$ cat config.mk
export PLATFORM = sky130hd
export DESIGN_NAME = uart_rx_packer
export DESIGN_NICKNAME = d
export VERILOG_FILES = /design/src/rtl/uart_rxp_pkg.sv /design/src/rtl/uart_rxp_deser.sv /design/src/rtl/uart_rxp_fifo.sv /design/src/rtl/uart_rx_packer.sv
export SDC_FILE = /design/constraint.sdc
export NUM_CORES = 1
export LEC_CHECK = 0
export BUFFER_PORTS_ARGS = -buffer_cell sky130_fd_sc_hd__buf_4
export CORE_ASPECT_RATIO = 1.1
export CORE_MARGIN = 2
export CORE_UTILIZATION = 40
export CTS_CLUSTER_DIAMETER = 50
export CTS_CLUSTER_SIZE = 28
export DETAILED_ROUTE_END_ITERATION = 10
export PLACE_DENSITY = 0.65
export RECOVER_POWER = 25
export SYNTH_ARGS = -nofsm -noshare
export SYNTH_HDL_FRONTEND = slang
export SYNTH_SLANG_ARGS = --single-unit
$ cat constraint.sdc
create_clock -name clk -period 10.4 [get_ports clk]
set_input_delay 0.52 -clock clk [delete_from_list [all_inputs] [get_ports clk]]
set_output_delay 0.52 -clock clk [all_outputs]
set_load 0.03 [all_outputs]
$ cat src/rtl/uart_rxp_pkg.sv
package uart_rxp_pkg;

    localparam int ADDR_W = 9;

    localparam logic [ADDR_W-1:0] OFS_REARM = 9'h034;
    localparam logic [ADDR_W-1:0] OFS_IDLE  = 9'h038;
    localparam logic [ADDR_W-1:0] OFS_LEVEL = 9'h050;
    localparam logic [ADDR_W-1:0] OFS_STAT  = 9'h0A4;
    localparam logic [ADDR_W-1:0] OFS_CMD   = 9'h0A8;
    localparam logic [ADDR_W-1:0] OFS_DATA  = 9'h140;

    localparam logic [3:0] CMD_LO_RESET     = 4'h1;
    localparam logic [3:0] CMD_LO_CLR_ERR   = 4'h3;
    localparam logic [3:0] CMD_LO_CLR_STALE = 4'h8;
    localparam logic [3:0] CMD_HI_FORCE     = 4'h4;

    localparam int STAT_READY = 0;
    localparam int STAT_OVR   = 4;
    localparam int STAT_STALE = 5;
    localparam int LEVEL_LSB  = 7;

    typedef enum logic [1:0] {
        RX_IDLE,
        RX_START,
        RX_DATA,
        RX_STOP
    } rx_state_t;

endpackage

$ cat src/rtl/uart_rxp_deser.sv
module uart_rxp_deser
    import uart_rxp_pkg::*;
#(
    parameter int CLKS_PER_BIT = 16
) (
    input  logic       clk,
    input  logic       rst_n,
    input  logic       clr,
    input  logic       rxd,
    output logic       busy,
    output logic       byte_done,
    output logic [7:0] byte_val
);
    localparam int CW = $clog2(CLKS_PER_BIT);
    localparam logic [CW-1:0] T_HALF = CW'(CLKS_PER_BIT / 2 - 1);
    localparam logic [CW-1:0] T_LAST = CW'(CLKS_PER_BIT - 1);

    rx_state_t state_q, state_d;
    logic [CW-1:0] tick_q;
    logic [2:0]    bit_q;
    logic [7:0]    shift_q;
    logic          rx_meta, rx_s;

    always_ff @(posedge clk or negedge rst_n) begin
        if (!rst_n) begin
            rx_meta <= 1'b1;
            rx_s    <= 1'b1;
        end else begin
            rx_meta <= rxd;
            rx_s    <= rx_meta;
        end
    end

    always_ff @(posedge clk or negedge rst_n) begin
        if (!rst_n)   state_q <= RX_IDLE;
        else if (clr) state_q <= RX_IDLE;
        else          state_q <= state_d;
    end

    always_comb begin
        state_d = state_q;
        unique case (state_q)
            RX_IDLE:  if (!rx_s) state_d = RX_START;
            RX_START: if (tick_q == T_HALF) state_d = rx_s ? RX_IDLE : RX_DATA;
            RX_DATA:  if (tick_q == T_LAST && bit_q == 3'd7) state_d = RX_STOP;
            RX_STOP:  if (tick_q == T_LAST) state_d = RX_IDLE;
        endcase
    end

    always_ff @(posedge clk or negedge rst_n) begin
        if (!rst_n) begin
            tick_q    <= '0;
            bit_q     <= '0;
            shift_q   <= '0;
            byte_done <= 1'b0;
            byte_val  <= '0;
        end else begin
            byte_done <= 1'b0;
            if (clr) begin
                tick_q <= '0;
                bit_q  <= '0;
            end else begin
                unique case (state_q)
                    RX_IDLE: begin
                        tick_q <= '0;
                        bit_q  <= '0;
                    end
                    RX_START: tick_q <= (tick_q == T_HALF) ? '0 : tick_q + 1'b1;
                    RX_DATA: begin
                        if (tick_q == T_LAST) begin
                            tick_q  <= '0;
                            shift_q <= {rx_s, shift_q[7:1]};
                            bit_q   <= bit_q + 1'b1;
                        end else begin
                            tick_q <= tick_q + 1'b1;
                        end
                    end
                    RX_STOP: begin
                        if (tick_q == T_LAST) begin
                            tick_q    <= '0;
                            byte_done <= rx_s;
                            byte_val  <= shift_q;
                        end else begin
                            tick_q <= tick_q + 1'b1;
                        end
                    end
                endcase
            end
        end
    end

    assign busy = (state_q != RX_IDLE);

endmodule

$ cat src/rtl/uart_rxp_fifo.sv
module uart_rxp_fifo #(
    parameter int W     = 32,
    parameter int DEPTH = 16
) (
    input  logic         clk,
    input  logic         rst_n,
    input  logic         clr,
    input  logic         push,
    input  logic [W-1:0] wdata,
    input  logic         pop,
    output logic [W-1:0] head,
    output logic         full,
    output logic         empty
);
    // DEPTH must be a power of two: the wrap bit marks full.
    localparam int AW = $clog2(DEPTH);

    logic [W-1:0] mem [DEPTH];
    logic [AW:0]  wp, rp;

    always_ff @(posedge clk) begin
        if (push) mem[wp[AW-1:0]] <= wdata;
    end

    always_ff @(posedge clk or negedge rst_n) begin
        if (!rst_n) begin
            wp <= '0;
            rp <= '0;
        end else if (clr) begin
            wp <= '0;
            rp <= '0;
        end else begin
            if (push) wp <= wp + 1'b1;
            if (pop)  rp <= rp + 1'b1;
        end
    end

    assign empty = (wp == rp);
    assign full  = (wp[AW] != rp[AW]) && (wp[AW-1:0] == rp[AW-1:0]);
    assign head  = mem[rp[AW-1:0]];

endmodule

$ cat src/rtl/uart_rx_packer.sv
module uart_rx_packer
    import uart_rxp_pkg::*;
#(
    parameter int CLKS_PER_BIT = 16,
    parameter int FIFO_DEPTH   = 16,
    parameter int IDLE_W       = 8
) (
    input  logic              clk,
    input  logic              rst_n,
    input  logic              rxd,
    input  logic              bus_wr,
    input  logic              bus_rd,
    input  logic [ADDR_W-1:0] bus_addr,
    input  logic [31:0]       bus_wdata,
    output logic [31:0]       bus_rdata
);
    localparam int CHAR_CLKS = 10 * CLKS_PER_BIT;
    localparam int CNT_W     = $clog2((2 ** IDLE_W) * CHAR_CLKS + 1);

    logic        rx_busy, byte_done;
    logic [7:0]  byte_val;
    logic        fifo_push, fifo_pop, fifo_full, fifo_empty;
    logic [31:0] fifo_head, push_word;

    logic [2:0]  pack_cnt, cnt_d;
    logic [31:0] pack_buf, buf_d;
    logic        armed, armed_d, ovr_q, stale_q, set_ovr;
    logic [IDLE_W-1:0] idle_lim;
    logic [CNT_W-1:0]  idle_cnt, lim_clks;

    logic wr_cmd, cmd_rst, cmd_clr_err, cmd_clr_stale, cmd_force, rearm;
    logic auto_stale, stale_evt;

    assign wr_cmd        = bus_wr && (bus_addr == OFS_CMD);
    assign cmd_rst       = wr_cmd && (bus_wdata[7:4] == CMD_LO_RESET);
    assign cmd_clr_err   = wr_cmd && (bus_wdata[7:4] == CMD_LO_CLR_ERR);
    assign cmd_clr_stale = wr_cmd && (bus_wdata[7:4] == CMD_LO_CLR_STALE);
    assign cmd_force     = wr_cmd && (bus_wdata[11:8] == CMD_HI_FORCE);
    assign rearm         = bus_wr && (bus_addr == OFS_REARM);

    uart_rxp_deser #(.CLKS_PER_BIT(CLKS_PER_BIT)) u_deser (
        .clk(clk), .rst_n(rst_n), .clr(cmd_rst), .rxd(rxd),
        .busy(rx_busy), .byte_done(byte_done), .byte_val(byte_val)
    );

    uart_rxp_fifo #(.W(32), .DEPTH(FIFO_DEPTH)) u_fifo (
        .clk(clk), .rst_n(rst_n), .clr(cmd_rst),
        .push(fifo_push), .wdata(push_word), .pop(fifo_pop),
        .head(fifo_head), .full(fifo_full), .empty(fifo_empty)
    );

    // Idle timer for the automatic stale event
    assign lim_clks   = CNT_W'(idle_lim) * CNT_W'(CHAR_CLKS);
    assign auto_stale = (idle_lim != '0) && armed && (pack_cnt != 3'd0)
                        && !rx_busy && (idle_cnt == lim_clks - 1'b1);
    assign stale_evt  = cmd_force || auto_stale;

    always_ff @(posedge clk or negedge rst_n) begin
        if (!rst_n) idle_cnt <= '0;
        else if (cmd_rst || rx_busy || !armed || pack_cnt == 3'd0 || stale_evt)
            idle_cnt <= '0;
        else
            idle_cnt <= idle_cnt + 1'b1;
    end

    // Packer next state
    always_comb begin
        logic [2:0]  base_cnt;
        logic [31:0] base_buf;
        cnt_d     = pack_cnt;
        buf_d     = pack_buf;
        armed_d   = armed;
        fifo_push = 1'b0;
        push_word = pack_buf;
        set_ovr   = 1'b0;
        base_cnt  = pack_cnt;
        base_buf  = pack_buf;
        if (stale_evt) begin
            if (pack_cnt != 3'd0) begin
                if (!fifo_full) fifo_push = 1'b1;
                else            set_ovr   = 1'b1;
            end
            cnt_d   = 3'd0;
            buf_d   = '0;
            armed_d = 1'b0;
        end else begin
            if (pack_cnt == 3'd4 && !fifo_full) begin
                fifo_push = 1'b1;
                base_cnt  = 3'd0;
                base_buf  = '0;
            end
            if (byte_done && armed) begin
                if (base_cnt == 3'd4) begin
                    set_ovr = 1'b1;
                end else begin
                    base_buf[{base_cnt[1:0], 3'b000} +: 8] = byte_val;
                    base_cnt = base_cnt + 3'd1;
                end
            end
            cnt_d = base_cnt;
            buf_d = base_buf;
        end
        if (rearm) armed_d = 1'b1;
    end

    always_ff @(posedge clk or negedge rst_n) begin
        if (!rst_n) begin
            pack_cnt <= '0;
            pack_buf <= '0;
            armed    <= 1'b1;
            ovr_q    <= 1'b0;
            stale_q  <= 1'b0;
            idle_lim <= '0;
        end else if (cmd_rst) begin
            pack_cnt <= '0;
            pack_buf <= '0;
            armed    <= 1'b1;
            ovr_q    <= 1'b0;
            stale_q  <= 1'b0;
        end else begin
            pack_cnt <= cnt_d;
            pack_buf <= buf_d;
            armed    <= armed_d;
            if (set_ovr)          ovr_q <= 1'b1;
            else if (cmd_clr_err) ovr_q <= 1'b0;
            if (stale_evt)          stale_q <= 1'b1;
            else if (cmd_clr_stale) stale_q <= 1'b0;
            if (bus_wr && bus_addr == OFS_IDLE) idle_lim <= bus_wdata[IDLE_W-1:0];
        end
    end

    // Register read port
    assign fifo_pop = bus_rd && (bus_addr == OFS_DATA) && !fifo_empty;

    always_ff @(posedge clk or negedge rst_n) begin
        if (!rst_n) begin
            bus_rdata <= '0;
        end else if (bus_rd) begin
            bus_rdata <= '0;
            unique case (bus_addr)
                OFS_DATA:  bus_rdata <= fifo_empty ? '0 : fifo_head;
                OFS_LEVEL: bus_rdata[LEVEL_LSB +: 3] <= pack_cnt;
                OFS_IDLE:  bus_rdata[IDLE_W-1:0] <= idle_lim;
                OFS_STAT: begin
                    bus_rdata[STAT_READY] <= !fifo_empty;
                    bus_rdata[STAT_OVR]   <= ovr_q;
                    bus_rdata[STAT_STALE] <= stale_q;
                end
                default: ;
            endcase
        end
    end

endmodule

==> results of run 1 <==
per-stage QoR:
| stage | hold slack [ns] | cells | instance area [µm²] | total power (W) |
|---|---|---|---|---|
| 6_report | 0.1537 | 2310 | 29320 | 0.005115 |
| 5_1_grt | 0.1439 | 2310 | 29320 | 0.005283 |
| 4_1_cts | 0.1190 | 2310 | 29320 | 0.005170 |
| 3_5_place_dp | 0.3504 | 2206 | 27350 | 0.003002 |
| 3_3_place_gp | 0.3486 | 2206 | 27350 | 0.002997 |
| 2_1_floorplan | 0.2244 | 1342 | 25780 | 0.002946 |
repair_timing:
| item | in CTS | in global routing |
|---|---|---|
| gates resized for setup | 0 | 0 |
| hold buffers | 2 | 0 |
| hold endpoints to repair | 66 | 0 |
critical path, cell delays in order, from the launching register on:
cell and delay (ns):
dfrtp_1 0.46, ha_1 0.32, ha_1 0.16, inv_1 0.06, fa_1 0.45, and2b_1 0.26
o21ai_2 0.09, xnor2_2 0.24, nor3_2 0.11, and4_1 0.23, a311oi_2 0.27, nand3_2 0.26
a31oi_4 0.40, nand2_1 0.32, nor2_4 0.14, buf_4 0.60
cell type report:
type | count | area (µm²)
inverters | 18 | 67.56
multi-input cells | 618 | 6900
clock buffers | 59 | 1413
flip-flops and latches | 644 | 18690
clock inverters | 43 | 536.8
well taps | 841 | 1052
fillers | 5295 | 34390
repair buffers | 87 | 661.9
power breakdown:
group	switching [W]	internal [W]	total (W)
Clock	0.00104	0.00113	0.00217
Sequential	0.0000247	0.00276	0.00278
Combinational	0.0000832	0.0000757	0.000159
Total	0.00115	0.00396	0.00512
worst paths after layout:
path	to	slack, ns	depth (start not counted)
worst min-delay path	idle_lim[4]	0.15	2
min in group asynchronous	pack_cnt[0]	0.51	2
worst max-delay path	u_fifo.mem[14][10]	5.64	15
max in group asynchronous	bus_rdata[18]	8.51	3
worst max register to register	u_fifo.mem[14][10]	5.64	15
worst min register to register	u_deser.rx_s	0.36	0
synthesized netlist by cell type, types with 3 or more instances:
cell | n | area, µm²
buf_2 | 3 | 15.01
nor2_1 | 112 | 420.4
nand3b_1 | 3 | 22.52
xnor2_1 | 21 | 183.9
and4_1 | 3 | 26.28
nor3b_1 | 3 | 22.52
nor3_1 | 14 | 70.07
nand4_1 | 12 | 75.07
a22oi_1 | 38 | 285.3
a31oi_1 | 3 | 18.77
a22o_1 | 25 | 219.0
nand2b_1 | 11 | 68.82
a221oi_1 | 4 | 35.03
dfstp_2 | 3 | 78.83
inv_1 | 17 | 63.81
mux2_2 | 25 | 281.5
buf_1 | 22 | 82.58
a21oi_1 | 17 | 85.08
nand3_1 | 21 | 105.1
nand2_1 | 28 | 105.1
ha_1 | 28 | 350.3
clkbuf_1 | 37 | 138.9
mux4_2 | 160 | 3603
dfrtp_1 | 129 | 3228
xor2_1 | 23 | 201.4
o21ai_0 | 3 | 15.01
and3_1 | 6 | 37.54
a222oi_1 | 4 | 40.04
edfxtp_1 | 512 | 15370
or2_1 | 3 | 18.77
mux2i_1 | 3 | 30.03
nor4b_1 | 3 | 26.28
nor2b_1 | 4 | 25.02
state kept, by name (all words and copies together) (netlist names), 2 cells and up:
| name | cells |
|---|---|
| idle_lim | 8 |
| bus_rdata | 32 |
| idle_cnt | 16 |
| u_deser.shift_q | 8 |
| u_fifo.wp | 5 |
| u_deser.byte_val | 8 |
| u_deser.bit_q | 3 |
| pack_buf | 32 |
| u_deser.state_q | 2 |
| u_fifo.mem | 512 |
| u_deser.tick_q | 4 |
| u_fifo.rp | 5 |
| pack_cnt | 3 |
routing by layer:
layer | part of all wire (%) | vias up | wire [µm]
met5 | 0 | - | 0
met4 | 2.2 | 0 | 1230
met1 | 43 | 6787 | 23930
li1 | - | 5555 | -
met2 | 49 | 365 | 26960
met3 | 6.0 | 86 | 3319
logic make-up (layout without fill, tap and decap cells):
| logic type | Yosys count | in the layout | share of synthesized area [%] |
|---|---|---|---|
| flip-flops | 644 | 644 | 72.48 |
| AND/OR/NAND/NOR | 243 | 243 | 4.631 |
| multiplexers | 190 | 190 | 15.28 |
| AO/OA/AOI/OAI | 110 | 110 | 3.349 |
| buffers and inverters | 80 | 207 | 1.180 |
| XOR/XNOR | 46 | 46 | 1.650 |
| adder cells (fa/ha/maj) | 29 | 29 | 1.437 |
==> results_dict.tcl, run 1 <==
set metrics [dict create \
    hold_viol 0 \
    setup_viol 0 \
    r2r-start "idle_lim[1]" \
    synth_nets 1417 \
    p_leak_nw 9.888 \
    grt_pass1_wl_um 84350 \
    crit_path_end_kind "flop" \
    crit_path_max_fanout 32 \
    die_w_um 246.0 \
    max_freq_mhz 209.9 \
    avgSynthCellArea_um2 19.21 \
    min_path_type "input port to flop" \
    status "finished, final reports clean" \
    wl_per_cell_um 24.00 \
    use_met3_pct 3.160 \
    start_kind "flop" \
    ant_nets 0 \
    via_per_inst 5.538 \
    post_cts_buffers 0 \
    worstSetupPathType "flop to flop" \
    insertion_delay_ns 0.63 \
    rsz0062_at_grt "false" \
    ir_worst_vdd_mv 0.1213 \
    power_density_mw_per_mm2 174.4 \
    via_count 12790 \
    grt_pass1_vias 13350 \
    worstPathArrival_ns 5.00 \
    routabilityCongestion 0.7678 \
    worstPathRequired_ns 10.63 \
    yosysUniqueCellTypes 65 \
    cts.clk_slew.worst_paths_ns 0.08 \
    worst_slack_ns 5.636 \
    antenna_cells 0 \
    cts_tree "done" \
    final_cell_mix "edfxtp_1 (512), mux4_2 (160), dfrtp_1 (125)" \
    top_usage_layer "met2" \
    layout_commonest_cell "edfxtp_1" \
    ys.flop_type "edfxtp_1" \
    final_max_slew_viol_count 0 \
    start_util_pct 40.45 \
    syn_inst 1342 \
    synth-async-reset-ratio_pct 20.50 \
    ys_seq_elements 644 \
    rows 97 \
    cts_buffers 54 \
    cts.htree.levels 2 \
    die-area_mm2 0.06649 \
    use_met1_pct 24.05 \
    worstHoldStart "bus_wdata[4]" \
    portBuffers 57 \
    synth-seq-area-share_pct 72.48 \
    grtUsageTotal_pct 17.03 \
    period_needed_ns 4.764 \
    pre_cts_ws_ns 5.578 \
    nets 1498 \
    timing.max_slew.rel_slack_pct 19.14 \
    max_cap_violations 0 \
    cts_root_buf "clkbuf_16" \
    grt_util_met2_pct 27.31 \
    io_pins 78 \
    final_util_pct 46.02 \
    mappedNetlistArea_mm2 0.02578 \
    die_h_um 270.2 \
    synthToLayoutAreaGrowth_pct 13.76 \
    drt-initial-drc-count 1342 \
    yosysWarnings 0 \
    grt_max_degree 70 \
    startpoint "idle_lim[1]" \
    clock_path_buffers 3 \
    tightest_slew_ns 1.203 \
    fin_crit_sh_pct 45.81 \
    core_mm2 0.06372 \
    antenna_found_initial 0 \
    drive_above_1_share_pct 27.64 \
    timing.setup.tns_ns 0 \
    drt-total-wl_um 55440 \
    clock-sinks 644 \
    drc 0 \
    grt-ovfl-total 0 \
    synth_edf_count 512 \
    dp_hpwl_um 29630 \
    drtPass1Iterations 5 \
    skew_ns 0.03505 \
]
No activity file was read; power rests on OpenSTA's default activity.
==> run 2, diff against run 1 <==
PLACE_DENSITY = 0.67   (was 0.65)
clock period = 3.8 ns   (was 10.4 ns; I/O delays follow)
==> results_dict.tcl, run 2 (synthesized netlist as in run 1, its figures left out) <==
set metrics [dict create \
    cts.clk_slew.worst_paths_ns 0.07 \
    p_leak_nw 11.32 \
    crit_path_max_fanout 8 \
    clock_path_buffers 3 \
    via_per_inst 5.713 \
    cts_buffers 53 \
    drt-initial-drc-count 1375 \
    r2r_slack_ns -0.17 \
    worstPathArrival_ns 4.32 \
    failed_checks "max-capacitance violations, max-slew violations, negative setup slack" \
    place_area_mm2 0.02813 \
    timing.setup.tns_ns -35.73 \
    dp_hpwl_um 34400 \
    synthToLayoutAreaGrowth_pct 23.38 \
    die_w_um 246.0 \
    die_h_um 270.2 \
    final_cell_mix "edfxtp_1 (512), mux4_2 (160), dfrtp_1 (125)" \
    hold_viol 0 \
    ir_worst_vdd_mv 0.3187 \
    setup_viol 478 \
    rsz0062_at_grt "true" \
    wl_per_cell_um 26.21 \
    grt_max_degree 132 \
    start_kind "flop" \
    rows 97 \
    skew_ns 0.04844 \
    max_freq_mhz 252.1 \
    drtPass1Iterations 8 \
    timing.max_slew.rel_slack_pct -62.14 \
    worstSetupPathType "flop to flop" \
    via_count 13910 \
    layout_commonest_cell "edfxtp_1" \
    clock-sinks 644 \
    cts_tree "done" \
    r2r-start "idle_lim[3]" \
    reg2reg_depth 18 \
    insertion_delay_ns 0.66 \
    worstPathRequired_ns 4.15 \
    drc 0 \
    drt-total-wl_um 63820 \
    cts_root_buf "clkbuf_16" \
    start_util_pct 40.45 \
    fillers 4968 \
    final_max_slew_viol_count 89 \
    hold_path_depth 4 \
    reg2reg_to "u_fifo.mem[6][4]" \
    worstHoldStart "bus_wr" \
    portBuffers 57 \
    grt_pass1_wl_um 87800 \
    io_pins 78 \
    grt-ovfl-total 0 \
    final_area_mm2 0.03180 \
    grt_pass1_vias 13930 \
    drive_above_1_share_pct 33.38 \
    holdPathEnd "stale_q" \
    power_density_mw_per_mm2 441.8 \
    routabilityCongestion 0.8078 \
    antenna_found_initial 1 \
    ant_nets 0 \
    cts.htree.levels 2 \
    period_needed_ns 3.967 \
    antenna_cells 0 \
    grtUsageTotal_pct 17.65 \
    tightest_slew_ns 2.432 \
    status "finished, violations left" \
    fin_crit_sh_pct 104.4 \
    worst_slack_ns -0.1671 \
    final_util_pct 49.91 \
    crit_path_end_kind "flop" \
    die-area_mm2 0.06649 \
    min_path_type "input port to flop" \
    pre_cts_ws_ns -0.1244 \
    nets 1625 \
    largest_reg_flops 512 \
    finalPower_w 0.01405 \
    core_mm2 0.06372 \
    max_cap_violations 1 \
]
run 2: changes by cell type in the layout (fill, tap and decap cells not counted), moves of 7 or more:
cell           before  now
clkinv_8            5   14
buf_8               0    7
clkbuf_16          56   85
dlygate4sd3_1       2   14
buf_6               1   12
buf_12              0   50
buf_4              83   93
run 2: metrics by stage:
stage	instances	hold WS [ns]
2_1_floorplan	1342	-0.1056
3_3_place_gp	2249	0.3053
3_5_place_dp	2249	0.3011
4_1_cts	2384	0.02040
5_1_grt	2435	0.1095
6_report	2435	0.06575
run 2: how the worst max path moves through the flow:
stage / to / slack (ns) / startpoint
floorplan: u_fifo.mem[3][0] / -0.58 / idle_lim[1]
global placement: u_fifo.mem[7][2] / -0.09 / idle_lim[3]
detailed placement: u_fifo.mem[7][2] / -0.12 / idle_lim[3]
CTS: u_fifo.mem[2][14] / -0.12 / idle_lim[1]
global route: u_fifo.mem[6][0] / -0.35 / idle_lim[3]
finish: u_fifo.mem[6][4] / -0.17 / idle_lim[3]
run 2: timing repair:
| item | in CTS | in global routing |
|---|---|---|
| setup endpoints to repair | 344 | 514 |
| gates resized for setup | 14 | 50 |
| pin swaps | 14 | 11 |
| endpoints found under the hold margin | 105 | 0 |
| hold buffers | 14 | 0 |
| cloned | 7 | 37 |
| buffers inserted | 15 | 19 |
run 2: power breakdown:
group | switching [W] | leakage (nW) | internal (W)
sequential | 0.0000508 | 6.51 | 0.00755
combinational | 0.000293 | 3.88 | 0.000263
clock | 0.00296 | 0.927 | 0.00293
run 2: area by class of cell:
| cell class | count | area [µm²] | share of cell area (%) |
|---|---|---|---|
| multi-input cells | 618 | 7025 | 22.09 |
| inverters | 18 | 67.56 | 0.2125 |
| repair buffers | 215 | 3030 | 9.529 |
| well taps | 841 | 1052 | 3.309 |
| clock buffers | 55 | 1334 | 4.194 |
| flip-flops and latches | 644 | 18690 | 58.78 |
| clock inverters | 44 | 600.6 | 1.888 |
run 2: critical path, stage by stage, from the launching register on:
cell       delay [ns]
dfrtp_1          0.41
ha_4             0.29
ha_4             0.13
inv_2            0.03
fa_2             0.36
and2b_2          0.26
o21ai_2          0.07
xnor2_2          0.17
nor3_2           0.29
a22oi_2          0.13
a311oi_2         0.23
nand3_2          0.18
a31oi_4          0.22
buf_12           0.15
buf_12           0.13
nand2_4          0.10
nor2_4           0.20
buf_12           0.16
clkbuf_16        0.16
run 2: layer usage:
| layer | share of wire, % | vias up | global-route usage (%) |
|---|---|---|---|
| met3 | 6.4 | 95 | 2.474 |
| met1 | 41 | 7439 | 24.49 |
| li1 | - | 5840 | - |
| met2 | 51 | 536 | 29.58 |
| met4 | 2.1 | 0 | 4.099 |
| met5 | 0 | - | 0 |
